File: src/rtl/fifo_irq_pkg.sv
package fifo_irq_pkg;
  localparam int NUM_CAUSES = 3;
  localparam int CAUSE_WFULL  = 0;
  localparam int CAUSE_RSTALL = 1;
  localparam int CAUSE_TMO    = 2;

  localparam int RAW_W       = 3;
  localparam int RAW_WR_BIT  = 2;
  localparam int RAW_RD_BIT  = 1;
  localparam int RAW_ERR_BIT = 0;

  typedef enum logic {
    LVL_AT_OR_BELOW = 1'b0,
    LVL_AT_OR_ABOVE = 1'b1
  } lvl_cmp_e;
endpackage

File: src/rtl/fifo_lvl_flag.sv
module fifo_lvl_flag
  import fifo_irq_pkg::*;
#(
  parameter int       CNT_W   = 5,
  parameter lvl_cmp_e MODE    = LVL_AT_OR_BELOW,
  parameter logic     RST_VAL = 1'b0
) (
  input  logic             clk,
  input  logic             rst_n,
  input  logic [CNT_W-1:0] level,
  input  logic [CNT_W-1:0] trig,
  output logic             flag
);
  logic hit;
  logic flag_q;
  logic flag_en;

  generate
    if (MODE == LVL_AT_OR_BELOW) begin : g_below
      always_comb hit = (level <= trig);
    end else begin : g_above
      always_comb hit = (level >= trig);
    end
  endgenerate

  always_comb flag_en = (hit != flag_q);

  always_ff @(posedge clk or negedge rst_n) begin
    if (!rst_n) begin
      flag_q <= RST_VAL;
    end else if (flag_en) begin
      flag_q <= hit;
    end
  end

  assign flag = flag_q;
endmodule

File: src/rtl/wait_timer.sv
module wait_timer #(
  parameter int WAIT_W = 8
) (
  input  logic              clk,
  input  logic              rst_n,
  input  logic              not_ready,
  input  logic              txn_start,
  input  logic [WAIT_W-1:0] max_wait,
  output logic              timeout_ev
);
  localparam logic [WAIT_W-1:0] CNT_MAX = {WAIT_W{1'b1}};

  logic [WAIT_W-1:0] cnt_q, cnt_d;
  logic              fired_q, fired_d;
  logic              restart, armed, hit, cnt_en;

  always_comb begin
    restart = !not_ready || txn_start;
    armed   = (max_wait != '0);
    hit     = !restart && armed && !fired_q && (cnt_q == max_wait);
    cnt_d   = cnt_q;
    fired_d = fired_q;
    if (restart) begin
      cnt_d   = '0;
      fired_d = 1'b0;
    end else begin
      if (!fired_q && (cnt_q != CNT_MAX)) cnt_d = cnt_q + 1'b1;
      if (hit) fired_d = 1'b1;
    end
    cnt_en = (cnt_d != cnt_q) || (fired_d != fired_q);
  end

  always_ff @(posedge clk or negedge rst_n) begin
    if (!rst_n) begin
      cnt_q   <= '0;
      fired_q <= 1'b0;
    end else if (cnt_en) begin
      cnt_q   <= cnt_d;
      fired_q <= fired_d;
    end
  end

  assign timeout_ev = hit;
endmodule

File: src/rtl/err_cause_reg.sv
module err_cause_reg #(
  parameter int N = 3
) (
  input  logic         clk,
  input  logic         rst_n,
  input  logic [N-1:0] ev,
  input  logic         clr_we,
  input  logic [N-1:0] clr_mask,
  output logic [N-1:0] status
);
  logic [N-1:0] st_q;

  generate
    for (genvar i = 0; i < N; i++) begin : g_cause
      logic bit_d;
      logic bit_en;
      always_comb begin
        bit_d  = ev[i] | (st_q[i] & ~(clr_we & clr_mask[i]));
        bit_en = (bit_d != st_q[i]);
      end
      always_ff @(posedge clk or negedge rst_n) begin
        if (!rst_n) begin
          st_q[i] <= 1'b0;
        end else if (bit_en) begin
          st_q[i] <= bit_d;
        end
      end
    end
  endgenerate

  assign status = st_q;
endmodule

File: src/rtl/fifo_irq_status.sv
module fifo_irq_status
  import fifo_irq_pkg::*;
#(
  parameter int WR_CNT_W = 5,
  parameter int RD_CNT_W = 5,
  parameter int WAIT_W   = 8
) (
  input  logic                  clk,
  input  logic                  rst_n,
  input  logic [WR_CNT_W-1:0]   wr_free,
  input  logic [WR_CNT_W-1:0]   wr_trig,
  input  logic [RD_CNT_W-1:0]   rd_valid,
  input  logic [RD_CNT_W-1:0]   rd_trig,
  input  logic                  wfull_err_en,
  input  logic                  rstall_err_en,
  input  logic                  rd_stall,
  input  logic                  xfer_not_ready,
  input  logic                  xfer_start,
  input  logic [WAIT_W-1:0]     max_wait,
  input  logic                  err_clr_we,
  input  logic [NUM_CAUSES-1:0] err_clr_mask,
  output logic [RAW_W-1:0]      raw_status,
  output logic [NUM_CAUSES-1:0] err_status,
  output logic                  irq
);
  logic [1:0]            rst_pipe_q;
  logic                  rst_sync_n;
  logic                  wr_flag, rd_flag, tmo_ev;
  logic [NUM_CAUSES-1:0] cause_ev;

  always_ff @(posedge clk or negedge rst_n) begin
    if (!rst_n) begin
      rst_pipe_q <= 2'b00;
    end else begin
      rst_pipe_q <= {rst_pipe_q[0], 1'b1};
    end
  end
  assign rst_sync_n = rst_pipe_q[1];

  fifo_lvl_flag #(.CNT_W(WR_CNT_W), .MODE(LVL_AT_OR_BELOW), .RST_VAL(1'b1)) u_wr_lvl (
    .clk(clk), .rst_n(rst_sync_n), .level(wr_free), .trig(wr_trig), .flag(wr_flag)
  );

  fifo_lvl_flag #(.CNT_W(RD_CNT_W), .MODE(LVL_AT_OR_ABOVE), .RST_VAL(1'b0)) u_rd_lvl (
    .clk(clk), .rst_n(rst_sync_n), .level(rd_valid), .trig(rd_trig), .flag(rd_flag)
  );

  wait_timer #(.WAIT_W(WAIT_W)) u_timer (
    .clk(clk), .rst_n(rst_sync_n), .not_ready(xfer_not_ready),
    .txn_start(xfer_start), .max_wait(max_wait), .timeout_ev(tmo_ev)
  );

  always_comb begin
    cause_ev               = '0;
    cause_ev[CAUSE_WFULL]  = wfull_err_en && (wr_free == '0);
    cause_ev[CAUSE_RSTALL] = rstall_err_en && rd_stall;
    cause_ev[CAUSE_TMO]    = tmo_ev;
  end

  err_cause_reg #(.N(NUM_CAUSES)) u_err (
    .clk(clk), .rst_n(rst_sync_n), .ev(cause_ev), .clr_we(err_clr_we),
    .clr_mask(err_clr_mask), .status(err_status)
  );

  always_comb begin
    raw_status              = '0;
    raw_status[RAW_WR_BIT]  = wr_flag;
    raw_status[RAW_RD_BIT]  = rd_flag;
    raw_status[RAW_ERR_BIT] = |err_status;
    irq                     = |raw_status;
  end
endmodule

File: config.mk
export PLATFORM = sky130hd
export DESIGN_NAME = fifo_irq_status
export DESIGN_NICKNAME = d
export VERILOG_FILES = /design/src/rtl/fifo_irq_pkg.sv /design/src/rtl/fifo_lvl_flag.sv /design/src/rtl/wait_timer.sv /design/src/rtl/err_cause_reg.sv /design/src/rtl/fifo_irq_status.sv
export SDC_FILE = /design/constraint.sdc
export NUM_CORES = 1
export LEC_CHECK = 0
export ABC_AREA = 0
export BUFFER_PORTS_ARGS = -buffer_cell sky130_fd_sc_hd__buf_2
export CORE_UTILIZATION = 30
export CTS_CLUSTER_DIAMETER = 50
export DETAILED_ROUTE_END_ITERATION = 8
export GPL_TIMING_DRIVEN = 0
export PLACE_DENSITY = 0.64
export SLEW_MARGIN = 10
export SYNTH_ARGS = -nofsm -noshare
export SYNTH_HDL_FRONTEND = slang
export SYNTH_SLANG_ARGS = --single-unit
File: constraint.sdc
create_clock -name clk -period 1.55 [get_ports clk]
set_input_delay 0 -clock clk [delete_from_list [all_inputs] [get_ports clk]]
set_output_delay 0 -clock clk [all_outputs]
set_load 0.02 [all_outputs]
== Yosys cells after proc, flatten, opt, wreduce, memory -nomap -nowiden ==
Cells that the tools add are included.

* Memories: 0
* Memory bits (writable): 0
* Bits of input ports: 39
* Memory bits (read-only): 0
* Register bits: 16
* Output and inout bits: 7
* Bits in latches: 0
* Word-level logic and storage cells: 51

* Order comparisons: 2
* Div/mod/pow operators: 0
* Reduce and logical (&&, ||, !) cells: 15
* Equality and inequality tests: 9
* Shifts and indexed selects: 0
* Multipliers: 0
* Bitwise operators: 12
* Add/subtract/negate cells: 1
* Multiplexer cells: 4

{| class="wikitable"
|+ Operators by type and width
! kind !! number
|-
| two-way mux 8 bit || 2
|-
| adder 8 x 1 -> 8 bit (second input constant) || 1
|-
| equality test 8 bit || 1
|-
| inequality test 8 bit || 1
|-
| inequality test 8 bit (second input constant) || 1
|-
| nonzero test 8 bit || 1
|-
| bitwise AND 1 bit || 6
|-
| logical AND 1 bit || 6
|-
| inequality test 1 bit || 6
|-
| >= comparator 5 bit || 1
|-
| less-or-equal comparator 5 bit || 1
|-
| zero test 5 bit || 1
|-
| OR reduction 5 bit || 1
|-
| zero test 1 bit || 3
|-
| NOT 1 bit || 3
|-
| bitwise OR 1 bit || 3
|-
| OR reduction 3 bit || 1
|-
| logical OR 1 bit || 2
|-
| two-way mux 1 bit || 2
|}

== Logic depth before layout (Yosys ltp) ==
Gate-level depths: netlist of run 1.

* Word-level depth: 10
* Mapped depth: 6

== Hierarchy ==
From an unflattened synthesis of run 1, not the netlist that was laid out.

* Cell total of the unflattened synthesis: 113
* Area total of the unflattened synthesis: 1084.8 um^2

{| class="wikitable"
|+ Modules (own cells, without submodules)
! module !! instances !! area each (um^2) !! cells each
|-
| wait_timer || 1 || 583.1 || 59
|-
| fifo_lvl_flag (u_wr_lvl) || 1 || 145.1 || 18
|-
| fifo_lvl_flag (u_rd_lvl) || 1 || 140.1 || 17
|-
| err_cause_reg || 1 || 108.9 || 9
|-
| fifo_irq_status || 1 || 107.6 || 10
|}

== Worst setup path before layout of run 1 ==
Ideal clock, no wire load.

* Path kind: reg-to-reg
* Start point: register u_timer.cnt_q[4]
* End point: register u_timer.cnt_q[4]
* Data required time: 1.418 ns
* Setup time: 0.132 ns
* Period minus slack after synthesis: 1.423 ns
* Stages on the path, launching flop included: 7
* Arrival: 1.291 ns
* Slack: 0.127 ns
* Buffers on the path: 2
* Cell sequence: dfrtp_1 buf_6 and4_4 buf_6 a2111oi_4 xnor2_1 nor2_1

* Cells in the longest elaborated chain, start to end: 6
* Elaborated cells between the ends (all ways): 12
* Those cells by class: add/sub: 1; eq/ne: 4; mux: 4; reduce/logical: 3

{| class="wikitable"
|+ Ends and longest elaborated chain
! element !! RTL line !! source
|-
| start, declared || wait_timer.sv:13 || <nowiki>logic [WAIT_W-1:0] cnt_q, cnt_d;</nowiki>
|-
| start signal, assigned || wait_timer.sv:38 || <nowiki>cnt_q <= cnt_d;</nowiki>
|-
| branches (longest 6 deep; another with adder 8 x 1 -> 8 bit) || -- ||
|}

Several ways; the timed one is not identified.
A chain may end at the register's enable or synchronous reset.

== Worst setup path in the final report of run 1 ==
* Start point: register u_timer.cnt_q[7]
* End point: register u_timer.fired_q

* Cells in the longest elaborated chain, start to end: 6
* Elaborated cells between the ends (all ways): 12
* Those cells by class: add/sub: 1; eq/ne: 4; mux: 4; reduce/logical: 3

{| class="wikitable"
|+ Ends and longest elaborated chain
! element !! RTL line !! source
|-
| branches (longest 6 deep; another with adder 8 x 1 -> 8 bit) || -- ||
|-
| end signal, assigned || wait_timer.sv:39 || <nowiki>fired_q <= fired_d;</nowiki>
|-
| end, declared || wait_timer.sv:14 || <nowiki>logic fired_q, fired_d;</nowiki>
|}

Several ways; the timed one is not identified.

==> flow_metrics.tcl, run 1 <==
set metrics [dict create \
    yosys_warnings 0 \
    cts_made_buffers 3 \
    grt_overflow 0 \
    ir_worst_vdd_v 0.000247 \
    critPathTopFamily "compound AO/OA/AOI/OAI gates" \
    crit_arrival_ps 1690 \
    synth_edf_count 0 \
    grt_pass1_wl_um 4290 \
    drtAntennaViolNets 0 \
    outcome "finished clean" \
    yosys.area.top_type_share_pct 33.7 \
    die_w_um 62.9 \
    crit_path_start "u_timer.cnt_q[7]$_DFFE_PN0P_" \
    diodes 0 \
    async_flop_share_pct 100 \
    die-area_sq_um 3960 \
    first_iter_violations 37 \
    design_area_sq_um 1510 \
    synthCells 117 \
    slew_violations 0 \
    fin_skew_ps 1.77 \
    vias 1023 \
    hold_viol 0 \
    rows 21 \
    p_total_uw 1030 \
    max_stage_delay_ps 370 \
    slowest_stage "a2111oi_1" \
    cp-start-kind "flop" \
    io_pins 46 \
    crit_fanout 9 \
    setup_viol_count_final 0 \
    cts_tree "yes" \
    wl_um 2500 \
    leakagePower_uw 0.000787 \
    ys_ff_latch 16 \
    root_buffer "clkbuf_8" \
    min_path_type "primary input to flop" \
    cts_max_level 1 \
    yosysUniqueCellTypes 37 \
    relSlewSlack_pct 62.8 \
    path_class "flop to flop" \
    vias_per_cell 4.71 \
    synthFlopType "dfrtp_1" \
    gp_congestion 0.780 \
    r2r_slack_ps 40 \
    dr.pass1.iters 4 \
    antenna_found_initial 0 \
    syn_area_per_cell_sq_um 9.52 \
    critPathBufInv 1 \
    post-route-min-period_ps 1510 \
    drive_gt1_share_pct 36.8 \
    worst_pin_slew_ps 559 \
    yosys.area.top_type "dfrtp_1" \
    yosysMostFrequentCell "dfrtp_1" \
    grtUsageTotal_pct 13.7 \
    maxCapViolations 0 \
    cts_num_sinks 16 \
    ys_top_cells_by_count "dfrtp_1, inv_1, ha_1" \
    cts_buffer_depth 2 \
    endpoint_kind "flop" \
    syn_to_final_growth_pct 35.7 \
    synth.area.top_cells "dfrtp_1, ha_1, xor2_1" \
    clkTransAtPathRegs_ps 60 \
    fmax_mhz 662 \
    hold_start "err_clr_mask[2]" \
    place_area_sq_um 1400 \
    clkLatencyLatePin_ps 250 \
    fin_nets 222 \
    reg2reg_from "u_timer.cnt_q[7]$_DFFE_PN0P_" \
    dp_hpwl_um 2000 \
    holdWs_ps 10.6 \
    die_h_um 62.9 \
    netlist_area_sq_um 1110 \
    io_buffers 45 \
    wire_per_inst_um 11.5 \
    drcViolationCount 0 \
    seq_area_frac_synth_pct 36.1 \
    min_period_over_period_pct 97.4 \
    path_cells "buf_2 -> xor2_1 -> a2111oi_1 -> nand3_1 -> a21oi_1" \
    grt_pass1_vias 1039 \
    worstPathRequired_ps 1730 \
    core-area_sq_um 3440 \
    grt_max_degree 15 \
    start_util_pct 32.4 \
    p_per_area_nw_per_um2 680 \
    syn-num-nets 167 \
]
[registers in the layout (all words and copies together), names as in the netlist]
| signal | count |
|---|---|
| u_err.status | 3 |
| u_wr_lvl.flag | 1 |
| u_timer.cnt_q | 8 |
| rst_pipe_q | 2 |
| u_timer.fired_q | 1 |
| u_rd_lvl.flag | 1 |
[report_power, final]
group          switching [uW]  total [uW]  internal, uW
Combinational            96.9         209           112
Clock                     139         364           225
Sequential               17.2         454           437
[cells by family (layout without fill, tap and decap cells)]
family	count (synthesis)	in the layout	share of synthesized area [%]
AOI/OAI and AO/OA	21	21	15.1
xor gates and xnor gates	11	11	8.65
adders and majority gates	11	11	12.4
buffers and inverters	19	73	8.54
DFF	16	16	36.1
muxes	1	1	0.899
other	1	1	0.337
and+or+nand+nor	37	37	18.1
[cell usage in the layout (no fill, tap or decap), types with 2 or more instances in the layout]
master / synthesis / routed
o21ai_0: 3 / 3
nand2_1: 10 / 10
nor3_1: 3 / 3
xor2_1: 8 / 8
and4b_1: 3 / 3
nand2b_1: 2 / 2
ha_1: 11 / 10
nor2_1: 6 / 6
buf_4: 2 / 4
dlygate4sd3_1: 0 / 3
clkbuf_8: 0 / 4
a21oi_1: 6 / 6
buf_6: 2 / 2
nand3_1: 3 / 3
nor4_1: 4 / 4
buf_2: 1 / 46
or3_1: 2 / 2
xnor2_1: 3 / 3
a21o_1: 2 / 2
inv_1: 13 / 13
dfrtp_1: 15 / 14
[stage by stage]
stage          setup TNS (ps)  std cells  setup WS, ps  utilization [%]
5_1_grt                 -56.6        217         -56.6             43.9
3_3_place_gp                0        208          24.3             40.6
2_1_floorplan               0        117           127                -
6_report                    0        217          39.9             43.9
4_1_cts                     0        215          16.1             43.1
3_5_place_dp            -2.45        208         -2.45             40.6
[routing by layer]
metal / global-route usage (%) / part of all wire [%] / up-vias
li1: - / - / 515
met1: 16.6 / 44 / 460
met2: 23.0 / 46 / 43
met3: 3.65 / 7.6 / 5
met4: 5.23 / 1.6 / 0
met5: 0 / 0 / -
[repair_timing]
item                                   CTS  global route
pin swaps                                0             4
cloned                                   0             0
buffers inserted                         0             2
setup endpoints to repair                1             4
hold buffers                             3             0
endpoints found under the hold margin    3             0
resized for setup                        1             3
[worst min-delay path, delay by kind of cell]
family	cells	cell delay (ps)
buffers and inverters	1	80
and+or+nand+nor	3	150
[final timing paths]
path,end,cells past startpoint
min in group asynchronous,rst_pipe_q[0]$_DFF_PN0_,2
hold / removal,u_err.status[2]$_DFFE_PN0P_,4
setup reg to reg,u_timer.fired_q$_DFFE_PN0P_,5
max in group asynchronous,u_timer.cnt_q[0]$_DFFE_PN0P_,0
hold reg to reg,u_timer.fired_q$_DFFE_PN0P_,0
setup / recovery,u_timer.fired_q$_DFFE_PN0P_,5
[final cells by class]
class,instances,area (sq um)
Fill cell,359,1930
Multi-Input combinational cell,82,631
Sequential cell,16,403
Timing Repair Buffer,50,270
Tap cell,46,57.6
Clock buffer,4,55.1
Inverter,13,48.8
Buffer,6,46.3
(Power assumes the default switching activity.)
==> run 2: changes to the inputs <==
Settings changed: BUFFER_PORTS_ARGS -buffer_cell sky130_fd_sc_hd__buf_2 to unset, DONT_BUFFER_PORTS set to 1, PLACE_DENSITY 0.64 to 0.54, RECOVER_POWER set to 100.
==> flow_metrics.tcl, run 2 (synthesis gave the netlist of run 1 again) <==
set metrics [dict create \
    outcome "finished, violations left" \
    violations "negative setup slack" \
    rsz0062_at_grt "yes" \
    critPathBufInv 0 \
    antenna_found_initial 0 \
    cts_num_sinks 16 \
    grt_pass1_vias 955 \
    wl_um 2440 \
    maxCapViolations 0 \
    place_area_sq_um 1170 \
    path_class "flop to output port" \
    slew_violations 0 \
    hold_path_depth 3 \
    fmax_mhz 637 \
    io_buffers 0 \
    ir_worst_vdd_v 0.000317 \
    reg2regPathDepth 6 \
    first_iter_violations 33 \
    worstPathRequired_ps 1550 \
    hold_viol 0 \
    endpoint_kind "output port" \
    final_cell_mix "inv_1, dfrtp_1, nand2_1, ha_1, dlygate4sd3_1" \
    leakagePower_uw 0.000615 \
    core-area_sq_um 3440 \
    cts_max_level 1 \
    fin_skew_ps 1.63 \
    crit_fanout 3 \
    wire_per_inst_um 13.9 \
    relSlewSlack_pct 60.1 \
    cp_num_cells 2 \
    r2r_slack_ps 10 \
    syn_to_final_growth_pct 20.0 \
    diodes 0 \
    worst_pin_slew_ps 598 \
    fin_nets 181 \
    post-route-util_pct 38.8 \
    dr.pass1.iters 4 \
    die_w_um 62.9 \
    cts_setup_buffers 0 \
    cts_made_buffers 3 \
    dp_hpwl_um 1840 \
    drcViolationCount 0 \
    rows 21 \
    grtUsageTotal_pct 13.8 \
    post-route-min-period_ps 1570 \
    root_buffer "clkbuf_8" \
    die_h_um 62.9 \
    slowest_stage "dfrtp_2" \
    largest_reg_flops 8 \
    max_stage_delay_ps 470 \
    gp_congestion 0.774 \
    design_area_sq_um 1340 \
    grt_pass1_wl_um 4090 \
    clkLatencyLatePin_ps 250 \
    cts_buffer_depth 2 \
    min_period_over_period_pct 101 \
    critPathTopFamily "simple AND/OR/NAND/NOR gates" \
    fill_cells 351 \
    setup_tns_ps -18.7 \
    grt_max_degree 15 \
    setup_viol_count_final 1 \
    path_cells "or3_4 -> or3_4" \
    drtAntennaViolNets 0 \
    p_per_area_nw_per_um2 704 \
    cp-start-kind "flop" \
    die-area_sq_um 3960 \
    crit_arrival_ps 1570 \
    cts_tree "yes" \
    vias 916 \
    grt_overflow 0 \
    timing.critical_path.mode_cell "or3_4" \
    io_pins 46 \
    start_util_pct 32.4 \
    drive_gt1_share_pct 14.6 \
    clkTransAtPathRegs_ps 60 \
    min_path_type "primary input to flop" \
    top_register "u_timer.cnt_q" \
    vias_per_cell 5.20 \
    fin_ws_ps -18.7 \
]
run 2: cell count changes in the layout (fill, tap and decap cells not counted), moves of 2 or more:
cell           before  now
buf_2              46    0
dlygate4sd3_1       3    9
buf_4               4    1
clkbuf_1            1    3
or3_1               2    0
or3_4               0    2
run 2: worst reg2reg max path, stage by stage, from the launching register on:
cell and delay [ps]:
dfrtp_1 370, buf_6 130, and4_2 220, buf_6 130, a2111oi_4 340, xnor2_1 150, nor2_1 50
run 2: path summary, 6_finish.rpt:
check	startpoint	endpoint
max	u_err.status[0]$_DFFE_PN0P_	irq
min	rd_valid[3]	u_rd_lvl.flag$_DFFE_PN0P_
max reg2reg	u_timer.cnt_q[4]$_DFFE_PN0P_	u_timer.cnt_q[4]$_DFFE_PN0P_
min reg2reg	rst_pipe_q[1]$_DFF_PN0_	u_timer.fired_q$_DFFE_PN0P_
max in group asynchronous	rst_pipe_q[1]$_DFF_PN0_	u_err.status[0]$_DFFE_PN0P_
min in group asynchronous	rst_pipe_q[1]$_DFF_PN0_	u_timer.fired_q$_DFFE_PN0P_
run 2: final cells by class:
class                      count  area (sq um)  area share, %
multi-input combinational     82           648           48.5
sequential                    16           404           30.2
timing repair buffer           9          90.1           6.74
tap                           46          57.6           4.31
inverter                      13          48.8           3.65
clock buffer                   4          45.0           3.37
buffer                         6          42.5           3.18
run 2: timing repair:
action	in CTS	in global routing
endpoints found under the hold margin	6	0
resized for setup	6	4
pin swaps	2	4
hold buffers	9	0
endpoints found under the setup margin	3	4
run 2: per-layer routing:
layer / share of wire [%] / track usage, % / wire (um) / vias to the layer above
met4: 3.3 / 10.5 / 81 / 0
met1: 41 / 14.5 / 1010 / 433
met2: 49 / 23.9 / 1190 / 45
li1: - / - / - / 433
met3: 6.4 / 2.92 / 157 / 5
met5: 0 / 0 / 0 / -
run 2: report_power, final:
| part | internal (uW) | switching (uW) |
|---|---|---|
| Combinational | 76.2 | 69.1 |
| Clock | 183 | 149 |
| Sequential | 437 | 26.5 |
run 2: stage by stage:
stage | instances | hold WS (ps) | setup slack (ps) | total power [uW]
detailed placement | 163 | -296 | -22.3 | 591
global placement | 163 | -296 | 13.7 | 583
finish | 176 | 6.99 | -18.7 | 941
global route | 176 | 30.7 | -44.0 | 1000
CTS | 176 | 0.773 | -22.3 | 966
floorplan | 117 | -296 | 127 | 565
